$ cat src/rtl/sc_dec_pkg.sv
`timescale 1ns/1ps
package sc_dec_pkg;
    typedef enum logic [2:0] {
        INJ_NONE   = 3'd0,
        INJ_DROP   = 3'd1,
        INJ_EXTRA  = 3'd2,
        INJ_SWAP   = 3'd3,
        INJ_FLIP   = 3'd4,
        INJ_STAGE  = 3'd5
    } inj_e;

    typedef enum logic {
        ST_RUN    = 1'b0,
        ST_SILENT = 1'b1
    } mode_e;
endpackage

$ cat src/rtl/wl_check.sv
`timescale 1ns/1ps
module wl_check #(
    parameter int IDX_W = 2,
    localparam int N    = 1 << IDX_W
) (
    input  logic [N-1:0] lines,
    input  logic         exp_par,
    output logic         bad_count,
    output logic         bad_select
);
    function automatic logic [N-1:0] odd_mask();
        logic [N-1:0] m;
        for (int i = 0; i < N; i++) begin
            m[i] = ^(i[IDX_W-1:0]);
        end
        return m;
    endfunction

    localparam logic [N-1:0] ODD_MASK = odd_mask();

    logic lo_x, hi_x, rederived;

    always_comb begin
        lo_x       = ^lines[N/2-1:0];
        hi_x       = ^lines[N-1:N/2];
        bad_count  = (lo_x == hi_x);
        rederived  = |(lines & ODD_MASK);
        bad_select = (rederived != exp_par);
    end

    always_comb begin
        if ($countones(lines) == 0) begin
            a_r3_none_flagged: assert (bad_count);
        end
        if ($countones(lines) == 2) begin
            a_r4_pair_flagged: assert (bad_count);
        end
    end
endmodule

$ cat src/rtl/dec_stage.sv
`timescale 1ns/1ps
module dec_stage #(
    parameter int IN_W = 2,
    localparam int N   = 1 << IN_W
) (
    input  logic [IN_W-1:0] addr,
    input  logic            drop,
    output logic [N-1:0]    lines,
    output logic            fault
);
    logic bad_count, bad_select;

    always_comb begin
        lines       = '0;
        lines[addr] = ~drop;
    end

    wl_check #(.IDX_W(IN_W)) u_chk (
        .lines      (lines),
        .exp_par    (^addr),
        .bad_count  (bad_count),
        .bad_select (bad_select)
    );

    assign fault = bad_count | bad_select;
endmodule

$ cat src/rtl/sc_word_decoder.sv
`timescale 1ns/1ps
module sc_word_decoder
    import sc_dec_pkg::*;
#(
    parameter int ADDR_W = 4,
    parameter int DATA_W = 8
) (
    input  logic              clk,
    input  logic              rst,
    input  logic              req_valid,
    input  logic              req_we,
    input  logic              req_ctl_par,
    input  logic [ADDR_W-1:0] req_addr,
    input  logic              req_addr_par,
    input  logic [DATA_W-1:0] req_wdata,
    input  logic              req_wdata_par,
    input  logic              wr_mask,
    input  logic [2:0]        inj_sel,
    output logic [DATA_W-1:0] rd_data,
    output logic              rd_valid,
    output logic              fail_o
);
    localparam int HI_W  = ADDR_W / 2;
    localparam int LO_W  = ADDR_W - HI_W;
    localparam int WORDS = 1 << ADDR_W;
    localparam int HI_N  = 1 << HI_W;
    localparam int LO_N  = 1 << LO_W;

    mode_e state_q, state_d;

    logic [HI_N-1:0]  hi_lines;
    logic [LO_N-1:0]  lo_lines;
    logic             hi_fault, lo_fault;
    logic [WORDS-1:0] raw_wl, wl;
    logic             fin_count, fin_select;
    logic [DATA_W:0]  store [WORDS];
    logic [DATA_W:0]  rword;
    logic             bus_err, dec_err, store_err, fault_now, wr_en;
    logic [ADDR_W-1:0] nb_addr;
    inj_e             inj;

    assign inj     = inj_e'(inj_sel);
    assign nb_addr = req_addr ^ ADDR_W'(1);

    dec_stage #(.IN_W(HI_W)) u_hi (
        .addr  (req_addr[ADDR_W-1:LO_W]),
        .drop  (inj == INJ_STAGE),
        .lines (hi_lines),
        .fault (hi_fault)
    );

    dec_stage #(.IN_W(LO_W)) u_lo (
        .addr  (req_addr[LO_W-1:0]),
        .drop  (1'b0),
        .lines (lo_lines),
        .fault (lo_fault)
    );

    for (genvar g = 0; g < WORDS; g++) begin : g_wl
        assign raw_wl[g] = hi_lines[g / LO_N] & lo_lines[g % LO_N];
    end

    always_comb begin
        wl = raw_wl;
        unique case (inj)
            INJ_DROP:  wl[req_addr] = 1'b0;
            INJ_EXTRA: wl[nb_addr]  = 1'b1;
            INJ_SWAP: begin
                wl[req_addr] = raw_wl[nb_addr];
                wl[nb_addr]  = raw_wl[req_addr];
            end
            default: ;
        endcase
    end

    wl_check #(.IDX_W(ADDR_W)) u_fin_chk (
        .lines      (wl),
        .exp_par    (^req_addr),
        .bad_count  (fin_count),
        .bad_select (fin_select)
    );

    always_comb begin
        rword = '0;
        for (int i = 0; i < WORDS; i++) begin
            if (wl[i]) rword = rword | store[i];
        end
    end

    always_comb begin
        bus_err   = (req_addr_par != ^req_addr)
                  | (req_ctl_par == (req_valid ^ req_we))
                  | (req_we & (req_wdata_par != ^req_wdata));
        dec_err   = hi_fault | lo_fault | fin_count | fin_select;
        store_err = ~req_we & (^rword);
        fault_now = req_valid & (bus_err | dec_err | store_err);
        wr_en     = req_valid & req_we & ~wr_mask & ~fault_now
                  & (state_q == ST_RUN);
    end

    always_ff @(posedge clk) begin
        if (rst) state_q <= ST_RUN;
        else     state_q <= state_d;
    end

    always_comb begin
        state_d = state_q;
        unique case (state_q)
            ST_RUN:    if (fault_now) state_d = ST_SILENT;
            ST_SILENT: state_d = ST_SILENT;
            default:   state_d = ST_SILENT;
        endcase
    end

    always_ff @(posedge clk) begin
        if (rst) begin
            rd_data  <= '0;
            rd_valid <= 1'b0;
            for (int i = 0; i < WORDS; i++) store[i] <= '0;
        end else begin
            rd_valid <= req_valid & ~req_we;
            if (req_valid & ~req_we)
                rd_data <= (fault_now || state_q == ST_SILENT) ? '0 : rword[DATA_W-1:0];
            for (int i = 0; i < WORDS; i++) begin
                if (wr_en && wl[i])
                    store[i] <= {req_wdata_par,
                                 req_wdata ^ {{(DATA_W-1){1'b0}}, inj == INJ_FLIP}};
            end
        end
    end

    assign fail_o = (state_q == ST_SILENT);

    a_r11_sticky_fail: assert property (@(posedge clk) disable iff (rst)
        fail_o |=> fail_o);
    a_r11_silent_zero: assert property (@(posedge clk) disable iff (rst)
        (rd_valid && fail_o) |-> (rd_data == '0));
    a_r2_read_response: assert property (@(posedge clk) disable iff (rst)
        rd_valid |-> $past(req_valid && !req_we));
    a_r12_stage_fault: assert property (@(posedge clk) disable iff (rst)
        (req_valid && (hi_fault || lo_fault)) |=> fail_o);
endmodule

$ cat config.mk
export PLATFORM = sky130hd
export DESIGN_NAME = sc_word_decoder
export DESIGN_NICKNAME = d
export VERILOG_FILES = /design/src/rtl/sc_dec_pkg.sv /design/src/rtl/wl_check.sv /design/src/rtl/dec_stage.sv /design/src/rtl/sc_word_decoder.sv
export SDC_FILE = /design/constraint.sdc
export NUM_CORES = 1
export LEC_CHECK = 0
export BUFFER_PORTS_ARGS = -buffer_cell sky130_fd_sc_hd__buf_2
export CORE_UTILIZATION = 39
export CTS_BUF_LIST = sky130_fd_sc_hd__clkbuf_4 sky130_fd_sc_hd__clkbuf_8
export DETAILED_ROUTE_END_ITERATION = 12
export HOLD_SLACK_MARGIN = 0.15
export PLACE_DENSITY = 0.66
export SLEW_MARGIN = 10
export SYNTH_ARGS = -nofsm -noshare
export SYNTH_HDL_FRONTEND = slang
export SYNTH_HIERARCHICAL = 1
export SYNTH_SLANG_ARGS = --single-unit
$ cat constraint.sdc
create_clock -name clk -period 8.8 [get_ports clk]
set_clock_uncertainty 0.15 [all_clocks]
set_input_delay 1.76 -clock clk [delete_from_list [all_inputs] [get_ports clk]]
set_output_delay 1.76 -clock clk [all_outputs]
set_load 0.005 [all_outputs]
After elaboration in Yosys (flattened, before gate mapping) --
Memory sizes are Yosys's and may differ from the RTL's. Index checks and enable logic that the tools add are counted.
Word-level totals: register bits after elaboration 10, memory bits (writable) 144, input bits 23, output and inout port bits 10, logic and storage cells 237, memories kept 1
Memory list:
- store | words 16, width 9, rd ports 16, clocked after Yosys merged registers in 0, wr ports 16, RTL line sc_word_decoder.sv:36 | logic [DATA_W:0] store [WORDS];
Cells by class: $lt $le $gt $ge 8, equality and inequality tests 14, muxes and demuxes 100, bitwise operators 76, reductions and logical operators 35
Operators by type and width (number):
- $mux W9 | 32
- $or A9 B9 Y9 | 15
- $mux W1 | 57
- $pmux W16 S3 | 1
- $bwmux W16 | 2
- $or A1 B1 Y1 | 25
- $and A1 B1 Y1 | 24
- $reduce_xor A8 Y1 | 3
- $logic_and A1 B1 Y1 | 20
- $and A16 B16 Y16 | 1
- $not A16 Y16 | 1
- $or A16 B16 Y16 | 1
- $reduce_xor A2 Y1 | 6
- $lt A4 B5 Y1 const B | 2
- $reduce_xor A9 Y1 | 1
- $bmux W1 S4 | 2
- $demux W1 S4 | 2
- $ge A4 B1 Y1 const B | 2
- $mux W8 | 1
- $reduce_or A8 Y1 | 1
- $xor A8 B1 Y8 | 1
- $eq A3 B2 Y1 const B | 2
- $eq A3 B3 Y1 const B | 2
- $lt A2 B3 Y1 const B | 2
- other kinds (12) | 27

Logic depth before layout (Yosys ltp) --
Gate-level depths: netlist (run 1).
depth in word-level cells 54, depth in mapped cells 24, gate-level depth less buffers 18

Hierarchy --
The synthesis (run 1) kept the hierarchy.
Modules (own cells, without submodules):
- sc_word_decoder | instances 1, cells an instance 822, area each 8972.4 um^2, seq. area each 4524.3 um^2
- dec_stage | instances 2, cells an instance 11, area each 88.8 um^2, seq. area each 0.0 um^2
- wl_check at u_fin_chk | instances 1, cells an instance 19, area each 156.4 um^2, seq. area each 0.0 um^2
- wl_check at u_hi.u_chk ... | instances 2, cells an instance 5, area each 38.8 um^2, seq. area each 0.0 um^2

Least setup slack after synthesis (run 1) --
OpenSTA, ideal clock, no wires.
kind input to register, start point input port inj_sel[1], end point memory store[0][0] (netlist bit) (enable), data arrival time 6797 ps, path slack 1463 ps, stages on the path 23, cells stage by stage clkbuf_1 -> clkbuf_1 -> clkbuf_1 -> nor2_1 -> nor2b_1 -> clkbuf_1 -> mux4_2 -> buf_2 -> and2_1 -> nor2_1 -> a311oi_1 -> or2_1 -> clkbuf_1 -> xnor2_1 -> xnor2_1 -> xnor2_1 -> xnor2_1 -> nor4_1 -> o2111ai_1 -> a21oi_1 -> o21ai_2 -> buf_2 -> o31ai_1
RTL lines:
- from (decl) | RTL line sc_word_decoder.sv:18 | input logic [2:0] inj_sel,
- to (decl) | RTL line sc_word_decoder.sv:36

==> results of run 1 <==
## power groups by stage
stage	logic (mW)	clock network [mW]	registers, mW
finish	0.360	0.517	0.879
global route	0.377	0.546	0.878
CTS	0.347	0.517	0.875
detailed placement	0.346	0	0.889
global placement	0.344	0	0.892
floorplan	0.244	0	0.867
## flip-flops by register name, summed over array words and instances (netlist names)
name and flops:
store 144, rd_valid 1, rd_data 8, fail_o 1
## placed cells by master, fill, tap and decap left out, types with 11 or more instances in the layout
master	netlist	layout
o31ai_1	26	16
a22oi_1	32	32
nor2_1	19	19
nor2b_1	25	25
buf_4	0	53
inv_1	30	30
edfxtp_1	144	144
a221oi_1	12	12
xnor2_1	35	35
a22o_1	19	19
nand4_1	13	13
o21ai_0	17	17
a21oi_1	45	45
a222oi_1	13	13
clkbuf_8	0	17
o31ai_2	1	11
nor3_2	50	50
buf_2	10	32
ha_1	18	18
nor3_1	43	43
nand2_1	87	87
## per-stage QoR
stage	instances	setup WS [ns]	hold slack [ns]
2_1_floorplan	876	1.46	0.299
3_3_place_gp	1217	0.838	0.282
3_5_place_dp	1217	0.705	0.288
4_1_cts	1249	1.16	0.313
5_1_grt	1249	0.844	0.328
6_report	1249	1.06	0.312
## cells by family after synthesis
group	Yosys count	share of synthesized area, %
AO/OA/AOI/OAI	254	20.8
XOR/XNOR	43	4.16
adder cells (fa/ha/maj)	18	2.40
buffers and inverters	99	4.57
flip-flops	154	48.2
multiplexers	5	0.960
other	1	0.0400
AND/OR/NAND/NOR	299	18.9
## critical path, cell delays in order
cell	delay (ns)
buf_2	0.25
inv_1	0.11
ha_1	0.21
nor2b_1	0.18
buf_4	0.20
nor2b_1	0.14
a2111oi_0	0.69
o311a_1	0.26
nor3_1	0.06
buf_4	0.20
a221o_1	0.35
a2111oi_0	0.54
nand4_1	0.43
xnor2_1	0.37
xnor2_1	0.12
xnor3_1	0.46
o21ai_4	0.11
buf_12	0.19
o31ai_1	0.99
## final timing paths
check / end / from
max: store[0][62] / req_addr[0]
min: rd_data[5] / rd_data[5]
max reg2reg: store[0][62] / store[1][59]
min reg2reg: rd_data[5] / rd_data[5]
## layout make-up
class | count | share of cell area, %
Clock inverter | 14 | 1.30
Inverter | 35 | 1.25
Tap cell | 319 | 3.80
Timing Repair Buffer | 86 | 5.50
Multi-Input combinational cell | 623 | 42.8
Sequential cell | 154 | 43.0
Clock buffer | 18 | 2.30
## per-layer routing
metal / vias to the layer above / GRT usage (%) / share of wire (%) / wire length [µm]
met5: - / 0 / 0 / 0
met4: 0 / 11.7 / 4.0 / 1390
met3: 105 / 8.04 / 13 / 4600
met2: 700 / 43.2 / 43 / 15100
met1: 4069 / 39.5 / 40 / 13900
li1: 3491 / - / - / -
==> results.json, run 1 <==
{
  "grt_pass1_wl_um": 50900,
  "drive_gt1_share_pct": 21.6,
  "antenna_found_initial": 0,
  "detail_route.wl_per_cell_um": 28.0,
  "grt-ovfl-total": 0,
  "netlist_instances": 873,
  "synth_area_per_cell_um2": 10.7,
  "fillers": 2236,
  "vias": 8365,
  "regArea_um2": 4520,
  "p_int_mw": 1.19,
  "cellPowerDensity_nw_per_um2": 167,
  "rows": 56,
  "multi_input_area_um2": 4500,
  "synth_top_area_share_pct": 46.1,
  "ys.warnings.count": 6,
  "grt_max_degree": 35,
  "crit_type": "in2reg",
  "p_comb_share_pct": 20.5,
  "p_sw_mw": 0.563,
  "placed_cell_area_um2": 10100,
  "postRouteAntennaNets": 0,
  "cts_root_buf": "clkbuf_8",
  "tightest_slew_ns": 1.23,
  "cts_resized": 0,
  "insertion_delay_ns": 0.47,
  "crit_fanout": 27,
  "holdCritPathClass": "reg2reg",
  "antenna_cells": 0,
  "final_core_util_pct": 44.6,
  "postCtsHoldBufs": 0,
  "final_design_area_no_fill_um2": 10500,
  "synthesis.area_um2": 9380,
  "power_mw": 1.76,
  "cts_setup_buffers": 0,
  "cts_buffer_depth": 2,
  "hold_viol": 0,
  "place_congestion": 1.03,
  "initial_core_util_pct": 39.9,
  "swShare_pct": 32.1,
  "path_clk_slew_ns": 0.10,
  "dp_hpwl_um": 26300,
  "maxSlewViolCount": 0,
  "seq_area_frac_synth_pct": 48.2,
  "io_pins": 33,
  "setup.worst_path.end_class": "flip-flop",
  "dieWidth_um": 157,
  "status": "finished, final reports clean",
  "yosys.area.top_type": "edfxtp_1",
  "ys_types": 77,
  "drtPass1Iterations": 8,
  "wl_um": 35000,
  "cap_violations": 0,
  "max_freq_ghz": 0.129,
  "slew_headroom_pct": 17.2,
  "timing.critical_path.required_ns": 8.74,
  "drc": 0,
  "crit_path_start_kind": "input pin",
  "synth_seq_cells": 154,
  "cts_buffers": 17,
  "hold_depth": 2,
  "p_leak_nw": 3.55,
  "yosys-top-cells-area": "edfxtp_1 46%, nor3_2 5.3%, nand2_1 3.5%, xnor2_1 3.3%, a22oi_1 2.6%",
  "synth-async-reset-ratio_pct": 0,
  "period_needed_ns": 7.74,
  "fp.coreArea_um2": 23500,
  "p_clk_share_pct": 29.5,
  "peakVddDrop_uv": 156,
  "dieArea_um2": 24700,
  "p_seq_share_pct": 50.1,
  "synth_ff_type": "edfxtp_1",
  "via_per_inst": 6.70,
  "syn_to_final_growth_pct": 12.0,
  "cts_sinks": 154,
  "setup_viol": 0,
  "rsz0062_at_grt": "false",
  "cp.arrival_ns": 7.67,
  "drt_iter0_markers": 1282,
  "synth.most_common_cell": "edfxtp_1",
  "die_h_um": 157,
  "r2r_slack_ns": 3.92,
  "nets": 958,
  "cts_tree": "done",
  "ys_top_cells_by_count": "144 x edfxtp_1, 87 x nand2_1, 50 x nor3_2",
  "htreeDepth": 4,
  "post-route-period-util_pct": 87.9,
  "grt_pass1_vias": 7559,
  "grtUsageTotal_pct": 28.9,
  "fin_tns_setup_ns": 0,
  "synth-edff-count": 144,
  "rr_worst_depth": 10,
  "numPortBuffers": 32
}
(Power assumes the default switching activity.)
==> inputs of run 2 (changes only) <==
- CORE_ASPECT_RATIO: default -> 1.1
==> results.json, run 2 (synthesized netlist as in run 1, its figures left out) <==
{
  "status": "finished, final reports clean",
  "nets": 944,
  "cap_violations": 0,
  "crit_fanout": 34,
  "pre_cts_ws_ns": 0.710,
  "post-route-period-util_pct": 85.4,
  "die_h_um": 165,
  "r2r_slack_ns": 4.29,
  "final_cell_count_no_fill": 1221,
  "via_per_inst": 6.61,
  "cts_resized": 0,
  "postCtsHoldBufs": 0,
  "grt_pass1_vias": 7616,
  "rsz0062_at_grt": "false",
  "grt_pass1_wl_um": 48300,
  "cp_cell_sequence": "buf_2 > inv_1 > ha_1 > nor2b_1 > buf_4 > mux4_2 > a21boi_1 > o2bb2ai_1 > nor3_1 > buf_4 > a221o_1 > a2111oi_0 > nand4_1 > xnor2_1 > xnor2_1 > xnor3_1 > o21ai_4 > buf_12 > buf_4 > o31ai_1 > buf_4",
  "wl_um": 32800,
  "grt-ovfl-total": 0,
  "cellPowerDensity_nw_per_um2": 170,
  "htreeDepth": 4,
  "initial_core_util_pct": 39.7,
  "p_leak_nw": 3.50,
  "cts_root_buf": "clkbuf_8",
  "holdCritPathClass": "reg2reg",
  "layout_commonest_cell": "edfxtp_1",
  "maxSlewViolCount": 0,
  "period_needed_ns": 7.52,
  "p_clk_share_pct": 30.9,
  "cts_buffer_depth": 2,
  "slew_headroom_pct": 19.7,
  "grtUsageTotal_pct": 26.9,
  "max_freq_ghz": 0.133,
  "swShare_pct": 32.3,
  "vias": 8072,
  "place_congestion": 1.09,
  "critPathSlowestCell": "mux4_2",
  "hold_viol": 0,
  "setup_ws_ns": 1.28,
  "p_int_mw": 1.20,
  "cp.arrival_ns": 7.57,
  "p_seq_share_pct": 49.3,
  "r2r-end": "store[1][6]",
  "setup_viol": 0,
  "insertion_delay_ns": 0.46,
  "p_sw_mw": 0.573,
  "io_pins": 33,
  "fp.coreArea_um2": 23600,
  "top_register": "store",
  "numPortBuffers": 32,
  "crit_type": "in2reg",
  "rows": 59,
  "hold_slack_ns": 0.317,
  "rr_worst_depth": 12,
  "timing.critical_path.required_ns": 8.85,
  "endpoint": "store[1][6]",
  "cts_sinks": 154,
  "critPathLaunch": "req_addr[0]",
  "syn_to_final_growth_pct": 11.0,
  "crit_path_start_kind": "input pin",
  "drc": 0,
  "mostFrequentLayoutCells": "144 x edfxtp_1, 87 x nand2_1, 50 x nor3_2, 45 x a21oi_1, 43 x nor3_1",
  "antenna_found_initial": 0,
  "max_stage_delay_ns": 0.63,
  "cts_tree": "done",
  "dp_cells": 1189,
  "cts_setup_buffers": 0,
  "rr_startpoint": "store[1][59]",
  "path_clk_slew_ns": 0.09,
  "detail_route.wl_per_cell_um": 26.8,
  "cpMostUsedCell": "buf_4",
  "dp_hpwl_um": 24200,
  "dieWidth_um": 150,
  "peakVddDrop_uv": 81.4,
  "tightest_slew_ns": 1.21,
  "drt_iter0_markers": 1271,
  "drtPass1Iterations": 9,
  "final_core_util_pct": 44.1,
  "p_comb_share_pct": 19.7,
  "largest_reg_flops": 144,
  "dieArea_um2": 24700,
  "drive_gt1_share_pct": 20.7,
  "setup.worst_path.end_class": "flip-flop",
  "grt_max_degree": 35,
  "fin_tns_setup_ns": 0,
  "antenna_cells": 0,
  "cts_buffers": 17,
  "postRouteAntennaNets": 0,
  "reg_top3": "store: 144 flops, rd_data: 8 flops"
}
## run 2: cell types whose count changed in the layout (fill, tap and decap cells not counted), sizes merged
cell / previous run / this run
buf: 86 / 72
inv: 39 / 43
clkinv: 5 / 3
clkinvlp: 4 / 2
## run 2: layer usage
metal / global-route usage [%] / vias to the layer above / share of wire [%]
li1: - / 3457 / -
met4: 16.3 / 0 / 6.4
met3: 4.97 / 140 / 9.7
met1: 33.9 / 3896 / 38
met2: 42.9 / 579 / 46
met5: 0 / - / 0
## run 2: worst max-delay path: cells and delay by family
family / cells / cell delay (ns)
AO/OA/AOI/OAI: 6 / 1.65
buffers and inverters: 7 / 1.63
XOR/XNOR: 3 / 0.93
AND/OR/NAND/NOR: 3 / 0.71
multiplexers: 1 / 0.63
adder cells (fa/ha/maj): 1 / 0.20
## run 2: worst min path at each step
stage                     cells after the start  startpoint    endpoint  slack, ns
final                                         2  rd_data[4]  rd_data[4]       0.32
after global routing                          2  rd_data[0]  rd_data[0]       0.34
after CTS                                     2  rd_data[4]  rd_data[4]       0.32
after detailed placement                      2  rd_data[4]  rd_data[4]       0.30
after global placement                        2  rd_data[2]  rd_data[2]       0.30
after floorplan                               2  rd_data[0]  rd_data[0]       0.30
## run 2: cell type report
type                    instances  area (µm²)
fillers                      2239       13200
flip-flops and latches        154        4520
multi-input cells             623        4510
repair buffers                 72         473
well taps                     305         382
clock buffers                  18         248
clock inverters                14         151
inverters                      35         131
## run 2: stage by stage
stage                     power, mW  instance area [µm²]
final                          1.77                10400
after global routing           1.82                10400
after CTS                      1.76                10400
after detailed placement       1.22                 9960
after global placement         1.22                 9960
after floorplan                1.11                 9400
## run 2: power groups by stage
| stage | Clock, mW | Sequential [mW] | Combinational [mW] |
|---|---|---|---|
| 4_1_cts | 0.549 | 0.872 | 0.339 |
| 2_1_floorplan | 0 | 0.867 | 0.244 |
| 5_1_grt | 0.576 | 0.875 | 0.368 |
| 6_report | 0.549 | 0.875 | 0.350 |
| 3_5_place_dp | 0 | 0.888 | 0.337 |
| 3_3_place_gp | 0 | 0.889 | 0.334 |
